File: src/rtl/xmem_pkg.sv
package xmem_pkg;
  typedef enum logic [2:0] {
    PH_IDLE,
    PH_SETUP,
    PH_STROBE,
    PH_HOLD,
    PH_TURN
  } phase_e;
endpackage

File: src/rtl/xmem_phase_ctr.sv
module xmem_phase_ctr #(
  parameter int W = 6
) (
  input  logic         clk_i,
  input  logic         rst_ni,
  input  logic         load_i,
  input  logic [W-1:0] val_i,
  output logic         zero_o
);
  logic [W-1:0] cnt_q;

  always_ff @(posedge clk_i or negedge rst_ni) begin
    if (!rst_ni)              cnt_q <= '0;
    else if (load_i)          cnt_q <= val_i;
    else if (cnt_q != '0)     cnt_q <= cnt_q - 1'b1;
  end

  assign zero_o = (cnt_q == '0);
endmodule

File: src/rtl/xmem_wait_unit.sv
module xmem_wait_unit #(
  parameter int MW_W = 8
) (
  input  logic            clk_i,
  input  logic            rst_ni,
  input  logic            wait_pin_i,
  input  logic            pol_i,
  input  logic            en_i,
  input  logic [MW_W-1:0] max_i,
  input  logic            strobe_i,
  input  logic            cnt_zero_i,
  input  logic            clr_i,
  output logic            last_o,
  output logic            timeout_o
);
  logic            wait_q;
  logic            ext_q;
  logic [MW_W-1:0] ewc_q;
  logic            at_max;

  assign at_max = (ewc_q == max_i);

  always_ff @(posedge clk_i or negedge rst_ni) begin
    if (!rst_ni) begin
      wait_q    <= 1'b0;
      ext_q     <= 1'b0;
      ewc_q     <= '0;
      timeout_o <= 1'b0;
    end else begin
      wait_q <= (wait_pin_i == pol_i);
      if (!strobe_i) begin
        ext_q <= 1'b0;
      end else if (!ext_q) begin
        if (cnt_zero_i && en_i && wait_q) begin
          ext_q <= 1'b1;
          ewc_q <= '0;
        end
      end else if (!wait_q || at_max) begin
        ext_q <= 1'b0;
      end else begin
        ewc_q <= ewc_q + 1'b1;
      end
      // set wins over clear
      if (strobe_i && ext_q && wait_q && at_max) timeout_o <= 1'b1;
      else if (clr_i)                            timeout_o <= 1'b0;
    end
  end

  assign last_o = strobe_i && (ext_q ? (!wait_q || at_max)
                                     : (cnt_zero_i && !(en_i && wait_q)));
endmodule

File: src/rtl/xmem_ctrl.sv
module xmem_ctrl
  import xmem_pkg::*;
#(
  parameter int AW      = 14,
  parameter int BW      = 2,
  parameter int DW      = 16,
  parameter int NCS     = 4,
  parameter int SETUP_W = 4,
  parameter int STRB_W  = 6,
  parameter int HOLD_W  = 3,
  parameter int TA_W    = 2,
  parameter int MW_W    = 8
) (
  input  logic                   clk_i,
  input  logic                   rst_ni,
  input  logic                   req_valid_i,
  output logic                   req_ready_o,
  input  logic                   req_write_i,
  input  logic [$clog2(NCS)-1:0] req_cs_i,
  input  logic [AW-1:0]          req_addr_i,
  input  logic [BW-1:0]          req_ba_i,
  input  logic [DW-1:0]          req_wdata_i,
  input  logic [TA_W-1:0]        cfg_turn_i,
  input  logic [SETUP_W-1:0]     cfg_rd_setup_i,
  input  logic [STRB_W-1:0]      cfg_rd_strobe_i,
  input  logic [HOLD_W-1:0]      cfg_rd_hold_i,
  input  logic [SETUP_W-1:0]     cfg_wr_setup_i,
  input  logic [STRB_W-1:0]      cfg_wr_strobe_i,
  input  logic [HOLD_W-1:0]      cfg_wr_hold_i,
  input  logic                   cfg_sel_strobe_i,
  input  logic                   cfg_wait_en_i,
  input  logic                   cfg_wait_pol_i,
  input  logic [MW_W-1:0]        cfg_wait_max_i,
  input  logic                   err_clr_i,
  output logic                   err_timeout_o,
  output logic [DW-1:0]          rd_data_o,
  output logic                   rd_valid_o,
  output logic [NCS-1:0]         mem_cs_no,
  output logic [AW-1:0]          mem_addr_o,
  output logic [BW-1:0]          mem_ba_o,
  output logic [DW-1:0]          mem_dq_o,
  input  logic [DW-1:0]          mem_dq_i,
  output logic                   mem_dq_oe_o,
  output logic                   mem_oe_no,
  output logic                   mem_we_no,
  input  logic                   mem_wait_i
);
  localparam int CSW   = $clog2(NCS);
  localparam int CNT_A = (SETUP_W > HOLD_W) ? SETUP_W : HOLD_W;
  localparam int CNT_B = (CNT_A > STRB_W) ? CNT_A : STRB_W;
  localparam int CNT_W = (CNT_B > TA_W) ? CNT_B : TA_W;

  phase_e           phase_q, phase_d;
  logic             wr_q;
  logic [CSW-1:0]   cs_idx_q;
  logic [AW-1:0]    addr_q;
  logic [BW-1:0]    ba_q;
  logic [DW-1:0]    wdata_q;
  logic [DW-1:0]    rdata_q;
  logic             rvalid_q;
  logic             load;
  logic [CNT_W-1:0] load_val;
  logic             cnt_zero;
  logic             strobe_last;
  logic             accept;
  logic             in_strobe, busy, cs_act;
  logic [CNT_W-1:0] setup_len;

  assign in_strobe   = (phase_q == PH_STROBE);
  assign busy        = (phase_q == PH_SETUP) || in_strobe || (phase_q == PH_HOLD);
  assign req_ready_o = (phase_q == PH_IDLE) || ((phase_q == PH_TURN) && cnt_zero);
  assign accept      = req_valid_i && req_ready_o;
  assign setup_len   = req_write_i ? CNT_W'(cfg_wr_setup_i) : CNT_W'(cfg_rd_setup_i);

  xmem_phase_ctr #(.W(CNT_W)) u_ctr (
    .clk_i  (clk_i),
    .rst_ni (rst_ni),
    .load_i (load),
    .val_i  (load_val),
    .zero_o (cnt_zero)
  );

  xmem_wait_unit #(.MW_W(MW_W)) u_wait (
    .clk_i      (clk_i),
    .rst_ni     (rst_ni),
    .wait_pin_i (mem_wait_i),
    .pol_i      (cfg_wait_pol_i),
    .en_i       (cfg_wait_en_i),
    .max_i      (cfg_wait_max_i),
    .strobe_i   (in_strobe),
    .cnt_zero_i (cnt_zero),
    .clr_i      (err_clr_i),
    .last_o     (strobe_last),
    .timeout_o  (err_timeout_o)
  );

  always_comb begin
    phase_d  = phase_q;
    load     = 1'b0;
    load_val = '0;
    unique case (phase_q)
      PH_IDLE: if (accept) begin
        phase_d = PH_SETUP; load = 1'b1; load_val = setup_len;
      end
      PH_SETUP: if (cnt_zero) begin
        phase_d  = PH_STROBE; load = 1'b1;
        load_val = wr_q ? CNT_W'(cfg_wr_strobe_i) : CNT_W'(cfg_rd_strobe_i);
      end
      PH_STROBE: if (strobe_last) begin
        phase_d  = PH_HOLD; load = 1'b1;
        load_val = wr_q ? CNT_W'(cfg_wr_hold_i) : CNT_W'(cfg_rd_hold_i);
      end
      PH_HOLD: if (cnt_zero) begin
        phase_d = PH_TURN; load = 1'b1; load_val = CNT_W'(cfg_turn_i);
      end
      PH_TURN: if (cnt_zero) begin
        if (accept) begin
          phase_d = PH_SETUP; load = 1'b1; load_val = setup_len;
        end else begin
          phase_d = PH_IDLE;
        end
      end
      default: phase_d = PH_IDLE;
    endcase
  end

  always_ff @(posedge clk_i or negedge rst_ni) begin
    if (!rst_ni) begin
      phase_q  <= PH_IDLE;
      wr_q     <= 1'b0;
      cs_idx_q <= '0;
      addr_q   <= '0;
      ba_q     <= '0;
      wdata_q  <= '0;
      rdata_q  <= '0;
      rvalid_q <= 1'b0;
    end else begin
      phase_q <= phase_d;
      if (accept) begin
        wr_q     <= req_write_i;
        cs_idx_q <= req_cs_i;
        addr_q   <= req_addr_i;
        ba_q     <= req_ba_i;
        wdata_q  <= req_wdata_i;
      end
      rvalid_q <= strobe_last && !wr_q;
      if (strobe_last && !wr_q) rdata_q <= mem_dq_i;
    end
  end

  assign cs_act = cfg_sel_strobe_i ? in_strobe : busy;

  for (genvar g = 0; g < NCS; g++) begin : g_cs
    assign mem_cs_no[g] = !(cs_act && (cs_idx_q == CSW'(g)));
  end

  assign mem_addr_o  = addr_q;
  assign mem_ba_o    = ba_q;
  assign mem_dq_o    = wdata_q;
  assign mem_dq_oe_o = busy && wr_q;
  assign mem_oe_no   = !(in_strobe && !wr_q);
  assign mem_we_no   = !(in_strobe && wr_q);
  assign rd_data_o   = rdata_q;
  assign rd_valid_o  = rvalid_q;
endmodule

File: config.mk
export PLATFORM = sky130hd
export DESIGN_NAME = xmem_ctrl
export DESIGN_NICKNAME = d
export VERILOG_FILES = /design/src/rtl/xmem_pkg.sv /design/src/rtl/xmem_phase_ctr.sv /design/src/rtl/xmem_wait_unit.sv /design/src/rtl/xmem_ctrl.sv
export SDC_FILE = /design/constraint.sdc
export NUM_CORES = 1
export LEC_CHECK = 0
export BUFFER_PORTS_ARGS = -buffer_cell sky130_fd_sc_hd__buf_2
export CAP_MARGIN = 5
export CORE_UTILIZATION = 43
export DETAILED_ROUTE_END_ITERATION = 8
export PLACE_DENSITY = 0.73
export SLEW_MARGIN = 0
export SYNTH_ARGS = -nofsm -noshare
export SYNTH_HDL_FRONTEND = slang
export SYNTH_SLANG_ARGS = --single-unit
File: constraint.sdc
create_clock -name clk_i -period 2.35 [get_ports clk_i]
set_clock_uncertainty 0.1 [all_clocks]
set_input_delay 0.3525 -clock clk_i [delete_from_list [all_inputs] [get_ports clk_i]]
set_output_delay 0.3525 -clock clk_i [all_outputs]
set_load 0.05 [all_outputs]
### Word level (Yosys, flattened, before mapping)

Cells that the tools add are included.

| operators by class | value |
|---|---|
| divide/modulo/power cells | 0 |
| eq/ne operators | 15 |
| add/subtract/negate cells | 2 |
| $lt $le $gt $ge | 0 |
| reductions and logical operators | 41 |
| shift-type cells | 0 |
| muxes and demuxes | 34 |
| multipliers | 0 |
| bitwise logic cells | 0 |

Operators by type and width:

| operator | count |
|---|---|
| $pmux W6 S5 | 1 |
| $mux W6 | 4 |
| $mux W8 | 3 |
| $mux W3 | 7 |
| $logic_and A1 B1 Y1 | 18 |
| $pmux W3 S5 | 1 |
| $mux W1 | 13 |
| $mux W4 | 3 |
| $ne A2 B2 Y1 const B | 6 |
| $logic_not A1 Y1 | 9 |
| $add A8 B1 Y8 const B | 1 |
| $eq A8 B8 Y1 | 1 |
| $eq A3 B2 Y1 const B | 2 |
| $logic_not A6 Y1 | 1 |
| $reduce_bool A2 Y1 | 3 |
| $reduce_bool A6 Y1 | 1 |
| $sub A6 B1 Y6 const B | 1 |
| $reduce_and A5 Y1 | 1 |
| $eq A2 B2 Y1 const B | 2 |
| $logic_or A1 B1 Y1 | 4 |
| $pmux W1 S4 | 1 |
| $eq A3 B1 Y1 const B | 1 |
| $eq A3 B3 Y1 const B | 1 |
| $logic_not A3 Y1 | 1 |
| 6 further kinds | 6 |

| word-level totals | value |
|---|---|
| memory bits (read-only) | 0 |
| logic and storage cells | 105 |
| latch bits | 0 |
| bits of input ports | 95 |
| RAM bits | 0 |
| memories kept | 0 |
| output and inout bits | 58 |
| register bits | 72 |

### Logic depth before layout (Yosys ltp)

Gate-level depths: netlist of run 1.

| logic depth | value |
|---|---|
| word-level depth | 8 |
| mapped depth | 9 |
| gate-level depth less buffers | 7 |

### Cells and area by module

A second synthesis of run 1 with hierarchy kept.

| second synthesis, totals | value |
|---|---|
| cells, all modules | 287 |
| area, all modules | 3519.6 sq um |

By module, submodules not included:

| module | cells each | times used | sequential area each (sq um) | area an instance (sq um) |
|---|---|---|---|---|
| xmem_ctrl | 165 | 1 | 1376.3 | 2389.8 |
| xmem_wait_unit | 82 | 1 | 275.3 | 729.4 |
| xmem_phase_ctr | 40 | 1 | 150.1 | 400.4 |

### Worst setup path after synthesis of run 1

No wires, ideal clock.

| timing | value |
|---|---|
| path kind | reg-to-output |
| from | register u_ctr.cnt_q[0] |
| to | output port req_ready_o |
| data required time | 1898 ps |
| stages on the path, launching flop included | 6 |
| slack | -147 ps |
| data arrival time | 2045 ps |
| buffers on the path | 0 |
| cell sequence | dfrtp_1 inv_1 ha_1 nor2b_1 a21oi_1 nor3_1 |

| between the ends | value |
|---|---|
| word-level cells in the longest chain between the ends | 3 |

RTL lines:

| what | line | source |
|---|---|---|
| from (decl) | xmem_phase_ctr.sv:10 | `logic [W-1:0] cnt_q;` |
| from (signal assigned) | xmem_phase_ctr.sv:14 | `else if (load_i) cnt_q <= val_i;` |
| from (signal assigned) | xmem_phase_ctr.sv:15 | `else if (cnt_q != '0) cnt_q <= cnt_q - 1'b1;` |
| $logic_not A6 Y1 | xmem_phase_ctr.sv:18 | `assign zero_o = (cnt_q == '0);` |
| $logic_and A1 B1 Y1 | xmem_ctrl.sv:71 | `assign req_ready_o = (phase_q == PH_IDLE) \|\| ((phase_q == PH_TURN) && cnt_zero);` |
| $logic_or A1 B1 Y1 | xmem_ctrl.sv:71 |  |
| to (decl) | xmem_ctrl.sv:17 | `output logic req_ready_o,` |

Every way passes these cells.

### Worst setup path after layout of run 1

Ends and elaborated chain as after synthesis.

==> summary.md, run 1 <==
| Metric | Value |
|---|---|
| Run status | `complete, no violations` |
| Min-Delay Path Depth | `2` |
| Period minus WS final | `2.23 ns` |
| Synth unique cells | `54` |
| Via count | `3039` |
| Critical path's largest stage delay | `between 0.4 and 0.5 ns` |
| Share of cells above drive strength 1 | `0.542` |
| Yosys Warn Count | `0` |
| Hold Vio Cnt, Final | `0` |
| RSZ-0062 raised after global routing | `no` |
| Final setup TNS | `0 ns` |
| Crit Path Class | `register to primary output` |
| Syn Std Cell Area | `0.00361 mm^2` |
| Int Power | `roughly 3.1 mW` |
| PortBufs | `152` |
| ANT cells | `0` |
| Detailed Route WL | `8.74 mm` |
| Power per cell area | `between 1000 and 1500 mW/mm^2` |
| Post-synth EDFFs | `0` |
| P_sw | `between 2 and 3 mW` |
| Detailed Routing Iterations Pass 1 | `4` |
| Max-slew violation count | `0` |
| Die width | `93.6 um` |
| Yosys reg bits | `about 70` |
| Clk slew on worst S/H paths | `around 0.080 ns` |
| Hold endpoint | `u_wait.wait_q` |
| Worst-skew pair later-pin latency | `0.34 ns` |
| Root buf cell | `clkbuf_8` |
| HPWL after DPL | `6.56 mm` |
| Min-delay src | `mem_wait_i` |
| DRC | `0` |
| FP Rows | `33` |
| Placed cells | `571` |
| DP Worst Slack | `~0.086 ns` |
| Vias per cell | `5.17` |
| Synth top area cells | `dfrtp_1, mux2_2, mux2i_1` |
| WL/cell | `14.9 um` |
| Sequential power share | `0.326` |
| H-tree depth | `3` |
| CTS Buffer Depth | `2` |
| Comb pwr share | `0.503` |
| Die footprint | `0.00876 mm^2` |
| Nets | `576` |
| Worst min path class | `input pin to register` |
| Initial antenna violation count | `0` |
| Die height | `93.6 um` |
| Switching share of power | `0.472` |
| Synth Area per Inst | `11.8 um^2` |
| Slew @ Worst Pin | `0.605 ns` |
| R2R Path Start | `u_wait.ewc_q[7]` |
| P_leak | `2.47 nW` |
| Starting DRT DRC Count | `85` |
| Cell area after layout | `0.00485 mm^2` |
| Setup bufs post-CTS | `0` |
| Vias in the first global route | `roughly 3100` |
| Cells after Synth | `307` |
| CP Capture Type | `primary output` |
| Clk network pwr share | `0.171` |
| Required @ worst endpoint | `between 1.5 and 2 ns` |
| Final cell count without fillers | `588` |
| Hold WS | `0.0970 ns` |
| Clock sinks | `72` |
| Reg-to-reg endpoint | `rd_data_o[8]` |
| Top-area cell type share of the netlist area | `0.499` |
| Starting Density | `0.442` |
| FF-to-FF setup slack | `0.15 ns` |
| Largest net degree at the start of global routing | `36` |
| CTS tree | `done` |
| Commonest non-fill, non-tap cell in the layout | `buf_2` |
| IO Count | `153` |
| Worst Setup Slack, final | `0.117 ns` |
| Critical path startpoint category | `register` |
| Top cell type by total area after synthesis | `dfrtp_1` |
| Max IR drop VDD | `0.00103 V` |
| Antenna Nets Post-Route | `0` |
| Asr flop ratio synth | `1.00` |
| TritonCTS Buffers | `9` |
| Slowest-stage cell, CP | `dfrtp_1` |
| Syn Nets | `between 400 and 500` |
| Core ar. | `0.00818 mm^2` |
| Max_cap viols | `0` |
| Main synth FF type | `dfrtp_1` |
| Period utilisation layout | `0.950` |
| Total grt overflow | `0` |
| Post-DP Area | `between 0.004 and 0.005 mm^2` |
| CP arrival | `1.78 ns` |
| Reg2reg path depth | `6` |
| Crit-path max FO | `5` |
| Setup violators final | `0` |
| All-Layer GR Usage | `0.210` |
| P&R area growth vs syn | `34.3%` |
| Relative slew slack | `0.597` |
| Sequential share of the synthesized area | `0.499` |
| First-pass GRT wire length | `between 10 and 15 mm` |
| Gp weighted congestion | `0.853` |
| Commonest non-fill, non-tap cells in the layout | `buf_2, dfrtp_1, mux2_2, nand2_1, buf_4` |
| Fmax achieved | `about 450 MHz` |
| Worst path cell trace | `inv_1 > ha_1 > nor2b_2 > a21oi_2 > nor3_2 > buf_4` |
-- synthesized netlist by cell type, types with 3 or more instances --
cell type and instances:
nand3_1 6, nor3_1 6, mux2_2 47, dfrtp_1 72, nand2b_1 3, mux2i_1 14, nand4_1 5, xor2_1 12
o21ai_0 9, inv_1 7, nor2_1 14, mux2_4 9, a21oi_1 10, clkbuf_1 9, ha_1 3, o22ai_1 3
nor3b_1 4, nand2_1 26
-- logic make-up after synthesis --
logic type	synth area share
xor+xnor	0.0340
fa+ha+maj	0.0104
mux	0.223
simple gates	0.122
compound gates	0.0797
buf+inv	0.0319
flops	0.499
-- layer usage --
| layer | wire length (um) | global-route usage | vias up |
|---|---|---|---|
| met5 | 0 | 0 | - |
| met4 | 167 | 0.0795 | 0 |
| met3 | 669 | 0.0659 | 14 |
| met2 | 4320 | 0.354 | 126 |
| met1 | 3580 | 0.250 | 1450 |
| li1 | - | - | 1449 |
-- critical path, delay by kind of cell, from the launching register on --
family          cells  cell delay, ns
buf+inv             2            0.28
flops               1            0.43
simple gates        2            0.24
compound gates      1            0.28
fa+ha+maj           1            0.21
-- through the flow --
stage,power [mW],util
after global routing,6.26,0.593
final,5.91,0.593
after global placement,4.86,0.566
after CTS,5.97,0.593
after floorplan,4.14,-
after detailed placement,4.93,0.566
-- worst max-delay path by stage --
stage | startpoint | end
2_1_floorplan | u_wait.ewc_q[1] | rd_data_o[10]
3_3_place_gp | cfg_wait_max_i[7] | rd_data_o[15]
3_5_place_dp | cfg_wait_max_i[7] | rd_data_o[8]
4_1_cts | u_ctr.cnt_q[0] | req_ready_o
5_1_grt | u_ctr.cnt_q[0] | req_ready_o
6_report | u_ctr.cnt_q[0] | req_ready_o
-- what timing repair did --
item | in CTS | in global routing
setup endpoints to repair | 1 | 1
resized for setup | 2 | 1
pin swaps | 0 | 0
hold buffers | 1 | 0
endpoints found under the hold margin | 26 | 0
-- flip-flops by register name, summed over array words and instances, names as in the netlist --
signal / flops
phase_q: 3
u_wait.ext_q: 1
u_wait.ewc_q: 8
u_wait.timeout_o: 1
rd_valid_o: 1
mem_dq_o: 16
u_wait.wait_q: 1
mem_ba_o: 2
rd_data_o: 16
mem_addr_o: 14
wr_q: 1
cs_idx_q: 2
u_ctr.cnt_q: 6
-- power by group through the flow --
stage | Sequential, mW | Clock [mW] | Combinational, mW
CTS | 1.93 | 1.03 | 3.00
global route | 2.00 | 1.10 | 3.16
finish | 1.93 | 1.01 | 2.97
floorplan | 3.05 | 0 | 1.09
detailed placement | 1.95 | 0 | 2.98
global placement | 1.92 | 0 | 2.94
-- area by class of cell --
class | count | area, um^2
Clock buffer | 9 | 124
Clock inverter | 7 | 77.6
Fill cell | 689 | 3330
Inverter | 7 | 26.3
Multi-Input combinational cell | 213 | 1720
Sequential cell | 72 | 1800
Tap cell | 105 | 131
Timing Repair Buffer | 175 | 963
No activity file was read; power rests on OpenSTA's default activity.
==> inputs of run 2 (changes only) <==
- CAP_MARGIN: 5 -> 20
- CORE_ASPECT_RATIO: unset -> 2
==> run 2 against run 1 <==
  * Global-route usage is 1.3 points higher
  * Sequential share of layout area is 0.58 points lower
  * Combinational power hardly changed
  * Via count is 1.1% higher
  * Worst setup slack hardly changed
  * Clock power is 35% higher
  * Cell count is 1.7% lower
  * Register-to-register slack worse by 0.03 ns
  * Critical path depth is 2 lower
  * Final area is 1.7% higher
  * Count of clock-buffer cells in the layout stayed put
==> summary.md, run 2 (same netlist as run 1, synthesis figures left out) <==
| Metric | Value |
|---|---|
| Run status | `complete, no violations` |
| Detailed Route WL | `9.07 mm (+3.7%)` |
| Hold Vio Cnt, Final | `0 (unchanged)` |
| Cell area after layout | `0.00493 mm^2 (+1.7%)` |
| Commonest non-fill, non-tap cell in the layout | `buf_2` |
| Period utilisation layout | `0.950 (about the same)` |
| Antenna Nets Post-Route | `0 (unchanged)` |
| Crit-path max FO | `5 (unchanged)` |
| Required @ worst endpoint | `1.90 ns (about the same)` |
| Sequential power share | `0.310 (-0.016)` |
| Die height | `132 um (+41%)` |
| Crit Path Class | `register to primary output` |
| Power per cell area | `1270 mW/mm^2 (+3.9%)` |
| FP Rows | `47 (+42%)` |
| Vias in the first global route | `3130 (+0.90%)` |
| Setup violators final | `0 (unchanged)` |
| Placed cells | `561 (-1.8%)` |
| CTS Buffer Depth | `2 (unchanged)` |
| Post-DP Area | `0.00461 mm^2 (-0.41%)` |
| Worst min path class | `input pin to register` |
| Hold WS | `0.103 ns (+0.00577 ns)` |
| Via count | `3071 (+1.1%)` |
| Final cell count without fillers | `578 (-1.7%)` |
| Die width | `66.8 um (-29%)` |
| IO Count | `153 (unchanged)` |
| Max IR drop VDD | `0.00100 V (-2.6%)` |
| P_sw | `2.79 mW (+0.12%)` |
| RSZ-0062 raised after global routing | `no` |
| Largest net degree at the start of global routing | `73 (+100%)` |
| TritonCTS Buffers | `9 (unchanged)` |
| Clk network pwr share | `0.218 (+0.047)` |
| CP Capture Type | `primary output` |
| P_leak | `2.51 nW (+1.5%)` |
| First-pass GRT wire length | `14.7 mm (+4.7%)` |
| Commonest non-fill, non-tap cells in the layout | `buf_2, dfrtp_1, mux2_2, nand2_1, buf_4` |
| Min-Delay Path Depth | `2 (unchanged)` |
| Worst path cell trace | `nor3_1 > a21oi_1 > nor3_2 > buf_2` |
| Critical path's largest stage delay | `0.43 ns (about the same)` |
| DRC | `0 (unchanged)` |
| Critical path startpoint category | `register` |
| Slowest-stage cell, CP | `dfrtp_1` |
| WL/cell | `15.7 um (+5.5%)` |
| CP arrival | `1.78 ns (about the same)` |
| HPWL after DPL | `6.99 mm (+6.6%)` |
| Relative slew slack | `0.610 (+0.0130)` |
| Final setup TNS | `0 ns (unchanged)` |
| Die footprint | `0.00879 mm^2 (+0.25%)` |
| Comb pwr share | `0.471 (-0.032)` |
| CTS tree | `done` |
| Share of cells above drive strength 1 | `0.540 (-0.00286)` |
| Reg2reg path depth | `6 (unchanged)` |
| Int Power | `3.45 mW (+10%)` |
| Slew @ Worst Pin | `0.581 ns (-0.0234 ns)` |
| Gp weighted congestion | `0.914 (+7.1%)` |
| P&R area growth vs syn | `36.5%` |
| Fmax achieved | `448 MHz (about the same)` |
| Clk slew on worst S/H paths | `0.06 ns (-0.02 ns)` |
| Worst-skew pair later-pin latency | `0.33 ns (about the same)` |
| Max-slew violation count | `0 (unchanged)` |
| Core ar. | `0.00823 mm^2 (+0.70%)` |
| H-tree depth | `3 (unchanged)` |
| Starting DRT DRC Count | `88 (+3.5%)` |
| Root buf cell | `clkbuf_16` |
| Initial antenna violation count | `0 (unchanged)` |
| Detailed Routing Iterations Pass 1 | `4 (unchanged)` |
| PortBufs | `152 (unchanged)` |
| Starting Density | `0.438 (-0.00309)` |
| Util after Layout | `0.599 (+0.00558)` |
| Nets | `573 (-0.52%)` |
| Max_cap viols | `0 (unchanged)` |
| Clock sinks | `72 (unchanged)` |
| Switching share of power | `0.447 (-0.0244)` |
| Period minus WS final | `2.23 ns (+0.000393 ns)` |
| Vias per cell | `5.31 (+2.8%)` |
| All-Layer GR Usage | `0.223 (+0.0132)` |
| ANT cells | `0 (unchanged)` |
| Total grt overflow | `0 (unchanged)` |
## run 2: layout make-up
class	count	area (um^2)
timing repair buffer	172	953
clock inverter	7	77.6
tap	98	123
multi-input combinational	213	1720
inverter	7	26.3
sequential	72	1800
fill	711	3300
clock buffer	9	225
## run 2: metal layers
metal / vias up / wire length [um] / track usage
li1: 1445 / - / -
met1: 1509 / 3250 / 0.233
met2: 96 / 5150 / 0.400
met3: 21 / 355 / 0.0443
met4: 0 / 309 / 0.113
met5: - / 0 / 0
## run 2: through the flow
stage          total power, mW  setup slack [ns]
2_1_floorplan             4.14            0.0659
3_3_place_gp              4.82             0.109
3_5_place_dp              4.90            0.0906
4_1_cts                   6.30            0.0317
5_1_grt                   6.56          0.000830
6_report                  6.24             0.117
## run 2: path summary, 6_finish.rpt
check,from,to,slack (ns)
max,u_ctr.cnt_q[2],req_ready_o,0.12
min,mem_wait_i,u_wait.wait_q,0.10
max reg2reg,u_wait.ewc_q[4],rd_data_o[9],0.12
min reg2reg,mem_dq_o[2],mem_dq_o[2],0.40
max in group asynchronous,rst_ni,phase_q[1],1.34
min in group asynchronous,rst_ni,mem_ba_o[0],0.48
## run 2: power by group through the flow
stage / combinational, mW / sequential [mW] / clock (mW)
after floorplan: 1.09 / 3.05 / 0
after global placement: 2.90 / 1.92 / 0
after detailed placement: 2.95 / 1.95 / 0
after CTS: 2.96 / 1.94 / 1.40
after global routing: 3.12 / 1.99 / 1.44
final: 2.94 / 1.94 / 1.36
## run 2: critical path: cells and delay by family, from the launching register on
family / cells / cell delay [ns]
AO/OA/AOI/OAI: 1 / 0.17
buffers and inverters: 1 / 0.29
AND/OR/NAND/NOR: 2 / 0.55
flip-flops: 1 / 0.43
## run 2: repair_timing
item	4_1_cts	5_1_grt
gates resized for setup	0	3
hold buffers	1	0
buffers inserted	0	0
endpoints found under the hold margin	72	0
endpoints found under the setup margin	0	4
